`src/rtl/bitops_pkg.sv`:
```
package bitops_pkg;

    typedef enum logic [3:0] {
        OP_RLC  = 4'd0,
        OP_RRC  = 4'd1,
        OP_RL   = 4'd2,
        OP_RR   = 4'd3,
        OP_SLA  = 4'd4,
        OP_SRA  = 4'd5,
        OP_SRL  = 4'd6,
        OP_SWAP = 4'd7,
        OP_BIT  = 4'd8,
        OP_RES  = 4'd9,
        OP_SET  = 4'd10
    } bop_e;

    typedef struct packed {
        logic z;
        logic n;
        logic h;
        logic c;
    } flags_t;

    localparam logic [3:0] FWR_ALL  = 4'b1111;
    localparam logic [3:0] FWR_TEST = 4'b1110;
    localparam logic [3:0] FWR_NONE = 4'b0000;

endpackage

```
`src/rtl/bitops_shift.sv`:
```
module bitops_shift
    import bitops_pkg::*;
#(
    parameter int DATA_W = 8
) (
    input  bop_e              op,
    input  logic [DATA_W-1:0] opnd,
    input  logic              cin,
    output logic [DATA_W-1:0] res,
    output logic              cout,
    output logic              hit
);
    localparam int HALF = DATA_W / 2;

    logic msb;
    logic lsb;

    assign msb = opnd[DATA_W-1];
    assign lsb = opnd[0];

    always_comb begin
        res  = '0;
        cout = 1'b0;
        hit  = 1'b1;
        case (op)
            OP_RLC: begin
                res  = {opnd[DATA_W-2:0], msb};
                cout = msb;
            end
            OP_RRC: begin
                res  = {lsb, opnd[DATA_W-1:1]};
                cout = lsb;
            end
            OP_RL: begin
                res  = {opnd[DATA_W-2:0], cin};
                cout = msb;
            end
            OP_RR: begin
                res  = {cin, opnd[DATA_W-1:1]};
                cout = lsb;
            end
            OP_SLA: begin
                res  = {opnd[DATA_W-2:0], 1'b0};
                cout = msb;
            end
            OP_SRA: begin
                res  = {msb, opnd[DATA_W-1:1]};
                cout = lsb;
            end
            OP_SRL: begin
                res  = {1'b0, opnd[DATA_W-1:1]};
                cout = lsb;
            end
            OP_SWAP: begin
                res  = {opnd[HALF-1:0], opnd[DATA_W-1:HALF]};
                cout = 1'b0;
            end
            default: begin
                hit = 1'b0;
            end
        endcase
    end
endmodule

```
`src/rtl/bitops_bitfield.sv`:
```
module bitops_bitfield #(
    parameter int DATA_W = 8,
    parameter int IDX_W  = $clog2(DATA_W)
) (
    input  logic [DATA_W-1:0] opnd,
    input  logic [IDX_W-1:0]  idx,
    output logic              sel_bit,
    output logic [DATA_W-1:0] cleared,
    output logic [DATA_W-1:0] setv
);
    logic [DATA_W-1:0] mask;

    for (genvar gi = 0; gi < DATA_W; gi++) begin : g_mask
        assign mask[gi] = (idx == IDX_W'(gi));
    end

    assign sel_bit = |(opnd & mask);
    assign cleared = opnd & ~mask;
    assign setv    = opnd | mask;
endmodule

```
`src/rtl/bitops_unit.sv`:
```
module bitops_unit
    import bitops_pkg::*;
#(
    parameter int DATA_W = 8,
    parameter int IDX_W  = $clog2(DATA_W)
) (
    input  logic              clk,
    input  logic              rst_n,
    input  logic [3:0]        op_sel,
    input  logic              short_form,
    input  logic [DATA_W-1:0] operand,
    input  logic              carry_in,
    input  logic [IDX_W-1:0]  bit_idx,
    output logic [DATA_W-1:0] result,
    output logic              wr_en,
    output logic [3:0]        flags,
    output logic [3:0]        flag_wr
);
    typedef struct packed {
        logic [DATA_W-1:0] res;
        logic              we;
        flags_t            fl;
        logic [3:0]        fwr;
    } out_t;

    bop_e              op;
    logic [DATA_W-1:0] sh_res;
    logic              sh_c;
    logic              sh_hit;
    logic              bf_bit;
    logic [DATA_W-1:0] bf_clr;
    logic [DATA_W-1:0] bf_set;
    logic              is_rot;
    out_t              st_d;
    out_t              st_q;

    assign op     = bop_e'(op_sel);
    assign is_rot = (op_sel <= 4'd3);

    bitops_shift #(.DATA_W(DATA_W)) u_shift (
        .op   (op),
        .opnd (operand),
        .cin  (carry_in),
        .res  (sh_res),
        .cout (sh_c),
        .hit  (sh_hit)
    );

    bitops_bitfield #(.DATA_W(DATA_W), .IDX_W(IDX_W)) u_field (
        .opnd    (operand),
        .idx     (bit_idx),
        .sel_bit (bf_bit),
        .cleared (bf_clr),
        .setv    (bf_set)
    );

    always_comb begin
        st_d      = '0;
        st_d.fl.c = carry_in;
        if (sh_hit) begin
            st_d.res  = sh_res;
            st_d.we   = 1'b1;
            st_d.fl.z = (short_form && is_rot) ? 1'b0 : ~|sh_res;
            st_d.fl.n = 1'b0;
            st_d.fl.h = 1'b0;
            st_d.fl.c = sh_c;
            st_d.fwr  = FWR_ALL;
        end else begin
            case (op)
                OP_BIT: begin
                    st_d.res  = operand;
                    st_d.fl.z = ~bf_bit;
                    st_d.fl.h = 1'b1;
                    st_d.fwr  = FWR_TEST;
                end
                OP_RES: begin
                    st_d.res = bf_clr;
                    st_d.we  = 1'b1;
                    st_d.fwr = FWR_NONE;
                end
                OP_SET: begin
                    st_d.res = bf_set;
                    st_d.we  = 1'b1;
                    st_d.fwr = FWR_NONE;
                end
                default: begin
                    st_d.fwr = FWR_NONE;
                end
            endcase
        end
    end

    always_ff @(posedge clk or negedge rst_n) begin
        if (!rst_n) begin
            st_q <= '0;
        end else begin
            st_q <= st_d;
        end
    end

    assign result  = st_q.res;
    assign wr_en   = st_q.we;
    assign flags   = st_q.fl;
    assign flag_wr = st_q.fwr;
endmodule

```
`config.mk`:
```
export PLATFORM = sky130hd
export DESIGN_NAME = bitops_unit
export DESIGN_NICKNAME = d
export VERILOG_FILES = /design/src/rtl/bitops_pkg.sv /design/src/rtl/bitops_shift.sv /design/src/rtl/bitops_bitfield.sv /design/src/rtl/bitops_unit.sv
export SDC_FILE = /design/constraint.sdc
export NUM_CORES = 1
export LEC_CHECK = 0
export BUFFER_PORTS_ARGS = -buffer_cell sky130_fd_sc_hd__buf_4
export CORE_ASPECT_RATIO = 0.6
export CORE_MARGIN = 5
export CORE_UTILIZATION = 30
export CTS_CLUSTER_SIZE = 24
export DETAILED_ROUTE_END_ITERATION = 6
export PLACE_DENSITY = 0.58
export SETUP_SLACK_MARGIN = 0.15
export SKIP_LAST_GASP = 1
export SLEW_MARGIN = 15
export SYNTH_ARGS = -nofsm -noshare
export SYNTH_HDL_FRONTEND = slang
export SYNTH_SLANG_ARGS = --single-unit
```
`constraint.sdc`:
```
create_clock -name clk -period 1.1 [get_ports clk]
set_input_delay 0.275 -clock clk [delete_from_list [all_inputs] [get_ports clk]]
set_output_delay 0.275 -clock clk [all_outputs]
set_load 0.01 [all_outputs]
```
==> results of run 1 <==
[sequential cells by signal, indices dropped and copies added (netlist names)]
name,cells
result,8
flags,3
flag_wr,2
wr_en,1
[cells in the final DEF (no fill, tap or decap), drive strengths merged]
cell          n
a32oi         1
a31oi        13
a221oi        1
inv           8
a21oi         7
and2          1
mux4          2
clkbuf        4
o31ai         1
a211oi        1
and3          3
dlygate4sd3   1
mux2          1
o22ai         4
or3           2
o32a          4
o21ai         9
nand2        17
or2           1
nor3b         2
a41oi         1
dfrtp        14
a31o          1
o211ai        1
nor3          5
nand3         2
a32o          1
nor4          1
a21boi        1
a21o          2
o41ai         1
nand4         1
nor2          9
buf          83
nand2b        2
nor2b         2
mux2i         1
conb          1
xnor2         2
[synthesized netlist by cell type (all sizes together) (2+ instances only)]
cell,n,share of area (%)
a21o,2,1.3
a21oi,7,3.1
a31oi,13,7.1
and3,3,1.6
buf,10,6.7
clkbuf,5,1.6
dfrtp,14,31
inv,8,2.6
mux4,2,4.0
nand2,17,5.8
nand2b,2,1.1
nand3,2,0.88
nor2,9,3.0
nor2b,2,1.1
nor3,5,2.2
nor3b,2,1.3
o21ai,9,4.0
o22ai,4,2.2
o32a,4,3.5
or3,2,1.1
xnor2,2,1.5
[worst max-delay path: stages]
cell and delay (ps):
buf_4 130, buf_4 160, mux4_2 470, mux2i_2 190, nand2_1 130, o41ai_4 70
[repair_timing]
item | CTS | global route
buffers inserted | 7 | 1
setup endpoints to repair | 28 | 28
gates resized for setup | 53 | 24
cloned | 1 | 0
hold endpoints to repair | 14 | 0
pin swaps | 22 | 15
hold buffers | 1 | 0
[logic make-up (layout without fill, tap and decap cells)]
kind of cell | after synthesis | in the layout
AO/OA/AOI/OAI | 49 | 49
flip-flops | 14 | 14
other | 1 | 1
multiplexers | 4 | 4
buffers and inverters | 23 | 96
XOR/XNOR | 2 | 2
AND/OR/NAND/NOR | 48 | 48
[final timing paths]
kind,start,end,slack (ps),cells past startpoint
min in group asynchronous,rst_n,result[4],420,2
setup / recovery,operand[4],flags[3],-190,6
max in group asynchronous,rst_n,result[7],520,2
hold / removal,op_sel[3],flags[0],360,2
[cell type report]
cell class	count	area, um^2
Clock buffer	4	55.1
Fill cell	325	1530
Inverter	8	30.0
Multi-Input combinational cell	104	856
Sequential cell	14	350
Tap cell	47	58.8
Timing Repair Buffer	84	778
[power groups by stage]
| stage | Clock [mW] | Sequential (mW) | Combinational [mW] |
|---|---|---|---|
| floorplan | 0 | 0.605 | 0.279 |
| global placement | 0 | 0.580 | 0.615 |
| detailed placement | 0 | 0.583 | 0.621 |
| CTS | 0.484 | 0.584 | 0.738 |
| global route | 0.505 | 0.587 | 0.865 |
| finish | 0.474 | 0.582 | 0.808 |
[metal layers]
layer | vias to the layer above | global-route usage [%]
met5 | - | 0
met1 | 669 | 22.3
met3 | 4 | 4.12
met4 | 0 | 2.76
li1 | 660 | -
met2 | 52 | 26.6
==> qor.csv, run 1 <==
metric;value;unit
cts_root_buf;clkbuf_8;
syn_inst;141;
tns;-617;ps
die_h;57.7;um
final_cells;261;
fin_ws;-186;ps
synth_area;1140;um^2
antenna_found_initial;0;
grt_max_degree;15;
synthMuxAreaShare;6.15;%
areaGrowthSynthToFinish;86.7;%
numClockSinks;14;
synth_compound_area_share;29.7;%
min_period;1290;ps
portBuffers;34;
routed_wl;4.24;mm
fin_nets;234;
clock_path_buffers;2;
drcViolationCount;0;
avgRoutedWirePerCell;16.2;um
ys_seq_elements;14;
arrival;1420;ps
dp_hpwl;3.27;mm
async_flop_share;100;%
overflow;0;
p_sw;0.556;mW
pre_cts_ws;-487;ps
setup_viol;9;
coreArea;3660;um^2
rows;17;
crit_fanout;6;
vias;1385;
met3_length;344;um
fin_area;2130;um^2
internal-power;1.31;mW
rsz0062_at_grt;true;
end_kind;register;
dieArea;5170;um^2
drive_above_1_share;60.7;%
violations;negative setup slack;
p_seq_share;31.2;%
grtUsageTotal;16.4;%
post_drt_via_cell_ratio;5.31;
clock.fmax;777;MHz
hold_viol_final;0;
combPwrFrac;43.4;%
cts_tree;yes;
wl_met1;1.92;mm
h-tree-depth;1;
synth_cell_types;42;
synth_xor_area_share;1.54;%
initial_utilization;31.2;%
syn_avg_cell_area;8.08;um^2
yosysSeqAreaShare;30.7;%
drt_first_pass_iters;4;
ios;36;
hold_class;input port to register;
timing.hold.ws;363;ps
clkPwrFrac;25.4;%
synth_top_family_by_area;compound AO/OA/AOI/OAI gates;
die_w;89.6;um
power_switching_share;29.8;%
drt_iter0_markers;52;
cp-start-kind;input port;
crit_required;1230;ps
drv_slew;0;
highest_layer;met4;
grt_pass1_wl;6.62;mm
ys_warn_count;0;
dp.cells;247;
synthFlopType;dfrtp_1;
dpl-instance-area;1700;um^2
cts_buffers;3;
syn_nets;160;
diodes;0;
wl_met2;1.94;mm
gp_congestion;0.945;
postRouteAntennaNets;0;
synth_edf_count;0;
clk_pin_slew_worst_paths;50;ps
status;finished, violations left;
maxCapViolCount;0;
fin_util;58.2;%
crit_type;input port to register;
powerDensity;876;nW/um^2
p_leak;0.971;nW
fin_total_pwr;1.86;mW
peakVddDrop;0.668;mV
grt_pass1_vias;1359;
yosys.area_share.simple;20.5;%
fin_crit_sh;117;%
synthAdderAreaFrac;0;%
No activity file was read; power rests on OpenSTA's default activity.
==> inputs of run 2 (changes only) <==
- CELL_PAD_IN_SITES_DETAIL_PLACEMENT: unset -> 0
- CELL_PAD_IN_SITES_GLOBAL_PLACEMENT: unset -> 1
- PLACE_DENSITY: 0.58 -> 0.73
==> run 2 against run 1 <==
  * The run still ends with negative setup slack left
  * Power fell by 2.3%
  * Fmax rose by 3.5%
  * Hold slack improved by 5.9 ps
  * Clock-buffer cell count fell by 1
  * Core utilization rose by 3.7 points
  * Sequential share of layout area fell by 0.98 points
  * Critical path depth did not move
  * Clock power fell by 20%
  * Critical path type unchanged
  * Largest cell class is now buffers
==> qor.csv, run 2 (synthesized netlist as in run 1, its figures left out) <==
metric;value;unit;change
status;finished, violations left;;
violations;negative setup slack;;
crit_required;1220;ps;about the same
dpl-instance-area;1710;um^2;+0.59%
clkPwrFrac;20.8;%;-4.6 points
rsz0062_at_grt;true;;
drive_above_1_share;61.1;%;+0.34 points
post_drt_via_cell_ratio;5.34;;+0.69%
cts_buffers;3;;unchanged
ios;36;;unchanged
drv_slew;0;;unchanged
grtUsageTotal;17.1;%;+0.78 points
cp-start-kind;input port;;
p_seq_share;31.9;%;+0.7 points
cts_tree;yes;;
cts_root_buf;clkbuf_8;;
fin_ws;-143;ps;+43.9 ps
hold_viol_final;0;;unchanged
fin_area;2260;um^2;+6.3%
h-tree-depth;1;;unchanged
gr-usage-met2;27.3;%;+0.73 points
routed_wl;4.54;mm;+7.2%
overflow;0;;unchanged
critPathMaxStageDelay;330;ps;-140 ps
areaGrowthSynthToFinish;98.6;%;
fin_crit_sh;113;%;-4.0 points
peakVddDrop;0.595;mV;-11%
grt_max_degree;15;;unchanged
drt_iter0_markers;62;;+19%
vias;1432;;+3.4%
use_met1;24.0;%;+1.8 points
portBuffers;34;;unchanged
die_w;89.6;um;unchanged
die_h;57.7;um;unchanged
dp.cells;250;;+1.2%
diodes;0;;unchanged
drt_first_pass_iters;4;;unchanged
min_period;1240;ps;-43.9 ps
use_met3;2.41;%;-1.7 points
rows;17;;unchanged
clk_pin_slew_worst_paths;50;ps;about the same
fin_nets;242;;+3.4%
end_kind;register;;
postRouteAntennaNets;0;;unchanged
clock_path_buffers;2;;unchanged
busiest_layer;met2;;
setup_viol;4;;-5
initial_utilization;31.2;%;unchanged
cpMaxStageDelayCell;o41ai_2;;
maxCapViolCount;0;;unchanged
coreArea;3660;um^2;unchanged
combPwrFrac;47.3;%;+3.9 points
crit_fanout;6;;unchanged
dieArea;5170;um^2;unchanged
grt_pass1_vias;1429;;+5.2%
layout_commonest_cell;buf_4;;
crit_type;input port to register;;
clock.fmax;805;MHz;+3.5%
numClockSinks;14;;unchanged
p_leak;1.03;nW;+6.3%
path_cells;buf_12, and2_4, or3_4, a21oi_2, or2_2, o41ai_2;;
antenna_found_initial;0;;unchanged
arrival;1370;ps;-50 ps
final_cell_mix;buf_4 (50), buf_6 (34), nand2_1 (14), dfrtp_1 (14), a31oi_1 (9);;
powerDensity;805;nW/um^2;-8.1%
drcViolationCount;0;;unchanged
avgRoutedWirePerCell;16.9;um;+4.4%
hold_class;input port to register;;
internal-power;1.28;mW;-2.4%
p_sw;0.545;mW;-2.0%
gp_congestion;0.977;;+3.4%
grt_pass1_wl;6.91;mm;+4.3%
tns;-332;ps;+285 ps
fin_total_pwr;1.82;mW;-2.3%
largest_reg_flops;8;;unchanged
dp_hpwl;3.30;mm;+0.96%
power_switching_share;29.9;%;+0.10 points
final_cells;268;;+2.7%
[run 2: per-stage QoR]
step	utilization, %	setup slack, ps	hold WS (ps)
5_1_grt	61.9	-193	383
3_5_place_dp	46.6	-446	124
2_1_floorplan	-	-277	-20.6
4_1_cts	60.3	-137	363
3_3_place_gp	46.6	-422	121
6_report	61.9	-143	369
[run 2: final cells by class]
class / count / area (um^2)
Fill cell: 332 / 1400
Timing Repair Buffer: 91 / 891
Multi-Input combinational cell: 105 / 890
Sequential cell: 14 / 350
Tap cell: 47 / 58.8
Clock buffer: 3 / 41.3
Inverter: 8 / 32.5
[run 2: worst paths after layout]
check                           start         to  slack (ps)  cells past startpoint
max                         op_sel[2]   flags[3]        -140                      6
min                        short_form   flags[3]         370                      4
max in group asynchronous       rst_n  result[5]         520                      2
min in group asynchronous       rst_n  result[0]         430                      2
[run 2: critical path, delay by kind of cell]
family          cells  cell delay, ps
simple gates        3             610
compound gates      2             380
buf+inv             1              90
[run 2: power groups by stage]
| stage | sequential (mW) | clock, mW | combinational (mW) |
|---|---|---|---|
| after global routing | 0.586 | 0.411 | 0.912 |
| final | 0.581 | 0.380 | 0.861 |
| after floorplan | 0.605 | 0 | 0.279 |
| after detailed placement | 0.581 | 0 | 0.627 |
| after CTS | 0.582 | 0.394 | 0.817 |
| after global placement | 0.579 | 0 | 0.629 |
[run 2: what timing repair did]
action | in CTS | in global routing
pin swaps | 21 | 8
buffers inserted | 11 | 1
cloned | 2 | 0
hold buffers | 1 | 0
resized for setup | 76 | 10
hold endpoints to repair | 14 | 0
setup endpoints to repair | 28 | 26
[run 2: metal layers]
metal	vias up	share of wire, %
met1	665	45
met3	12	9.3
met5	-	0
li1	681	-
met2	74	44
met4	0	1.8
==> inputs of run 3 (changes only) <==
- BUFFER_PORTS_ARGS: -buffer_cell sky130_fd_sc_hd__buf_4 -> unset
- DONT_BUFFER_PORTS: unset -> 1
- PLACE_DENSITY: 0.73 -> 0.62
==> run 3 against run 2 <==
  * The run still ends with negative setup slack left
  * First-iteration DRC count rose by 84%
  * Non-clock buffer count fell by 74
  * Combinational power fell by 60%
  * Critical endpoint unchanged
==> qor.csv, run 3 (synthesized netlist as in run 1, its figures left out) <==
metric;value;unit;change
status;finished, violations left;;
violations;negative setup slack;;
layout_commonest_cell;nand2_1;;
post_drt_via_cell_ratio;5.81;;+8.7%
avgRoutedWirePerCell;18.5;um;+9.1%
worstMarginPinSlew;587;ps;
timing.hold.ws;98.2;ps;-271 ps
initial_utilization;31.2;%;unchanged
coreArea;3660;um^2;unchanged
antenna_found_initial;0;;unchanged
die_w;89.6;um;unchanged
routed_wl;3.61;mm;-21%
grt_max_degree;31;;+16
use_met1;22.6;%;-1.5 points
gp_congestion;0.914;;-6.4%
cts_tree;yes;;
areaGrowthSynthToFinish;23.1;%;
n_fill_cell;382;;+15%
clk_pin_slew_worst_paths;60;ps;about the same
numClockSinks;14;;unchanged
busiest_layer;met1;;
largest_reg_flops;8;;unchanged
maxCapViolCount;0;;unchanged
dp_hpwl;2.70;mm;-18%
startpoint;operand[5];;
p_leak;0.596;nW;-42%
rsz0062_at_grt;true;;
diodes;0;;unchanged
arrival;1280;ps;-90 ps
setup_viol;2;;-2
clock.fmax;864;MHz;+7.4%
crit_top_cell;nand2_1;;
critPathMaxStageDelay;340;ps;about the same
fin_util;38.3;%;-24 points
drcViolationCount;0;;unchanged
rows;17;;unchanged
drt_iter0_markers;114;;+84%
crit_fanout;7;;+1
hold_class;input port to asynchronous set/reset pin;;
overflow;0;;unchanged
end_kind;register;;
hold_viol_final;0;;unchanged
path_cells;nor4_2, nand2_1, a221oi_2, nand2_1, o41ai_2;;
postRouteAntennaNets;0;;unchanged
die_h;57.7;um;unchanged
cts_buffers;3;;unchanged
h-tree-depth;1;;unchanged
fin_total_pwr;1.43;mW;-21%
cpMaxStageDelayCell;o41ai_2;;
grtUsageTotal;14.1;%;-3.0 points
powerDensity;1020;nW/um^2;+27%
gr-usage-met2;18.6;%;-8.6 points
vias;1133;;-21%
fin_nets;168;;-31%
grt_pass1_wl;5.65;mm;-18%
fin_crit_sh;105;%;-7.8 points
grt_pass1_vias;1047;;-27%
cp-start-kind;input port;;
cts_root_buf;clkbuf_8;;
ios;36;;unchanged
peakVddDrop;0.785;mV;+32%
endpoint;flags[3];;
drt_first_pass_iters;4;;unchanged
drive_above_1_share;31.8;%;-29 points
min_period;1160;ps;-85.7 ps
clock_path_buffers;2;;unchanged
use_met3;3.84;%;+1.4 points
crit_required;1220;ps;about the same
slew_headroom;60.9;%;
final_cell_mix;nand2_1 (16), buf_4 (14), dfrtp_1 (13), a31oi_1 (11);;
drv_slew;0;;unchanged
portBuffers;0;;-100%
fin_ws;-56.8;ps;+85.7 ps
crit_type;input port to register;;
dieArea;5170;um^2;unchanged
run 3: worst max-delay path, delay by kind of cell:
| family | cells | cell delay, ps |
|---|---|---|
| AO/OA/AOI/OAI | 2 | 560 |
| AND/OR/NAND/NOR | 3 | 440 |
run 3: per-stage QoR:
step	instances	worst slack (ps)	TNS, ps	instance area [um^2]
3_5_place_dp	187	-288	-1230	1220
4_1_cts	194	-46.3	-46.3	1330
6_report	195	-56.8	-103	1400
5_1_grt	195	-99.5	-156	1400
2_1_floorplan	141	-277	-948	1180
3_3_place_gp	187	-281	-1260	1220
run 3: worst min-delay path by stage:
stage | start | end | slack, ps | cells past startpoint
floorplan | rst_n | flag_wr[0] | -20 | 0
global placement | rst_n | result[7] | -20 | 0
detailed placement | rst_n | flags[3] | -20 | 0
CTS | op_sel[3] | flag_wr[2] | 100 | 1
global route | op_sel[3] | result[6] | 110 | 1
finish | rst_n | flag_wr[0] | 100 | 1
run 3: what timing repair did:
item                                    in CTS  in global routing
endpoints found under the hold margin       14                  0
cloned                                       1                  0
setup buffers                                1                  1
endpoints found under the setup margin       8                 25
hold buffers                                 1                  0
pin swaps                                    3                  7
resized for setup                            7                 14
run 3: where the power goes:
group          internal, mW  switching, mW  total, mW
clock                 0.316          0.165      0.481
sequential            0.561         0.0431      0.604
combinational         0.184          0.162      0.346
total                  1.06          0.370       1.43
run 3: layout make-up:
| type | count | area (um^2) | share of cell area, % |
|---|---|---|---|
| Multi-Input combinational cell | 105 | 767 | 54.7 |
| Sequential cell | 14 | 352 | 25.1 |
| Timing Repair Buffer | 17 | 140 | 9.99 |
| Tap cell | 47 | 58.8 | 4.19 |
| Clock buffer | 4 | 55.1 | 3.93 |
| Inverter | 8 | 30.0 | 2.14 |
run 3: per-layer routing:
layer  share of wire [%]  routed length [um]
met5                   0                   0
met3                 9.1                 327
met4                   0                   0
met2                  44                1590
met1                  47                1690
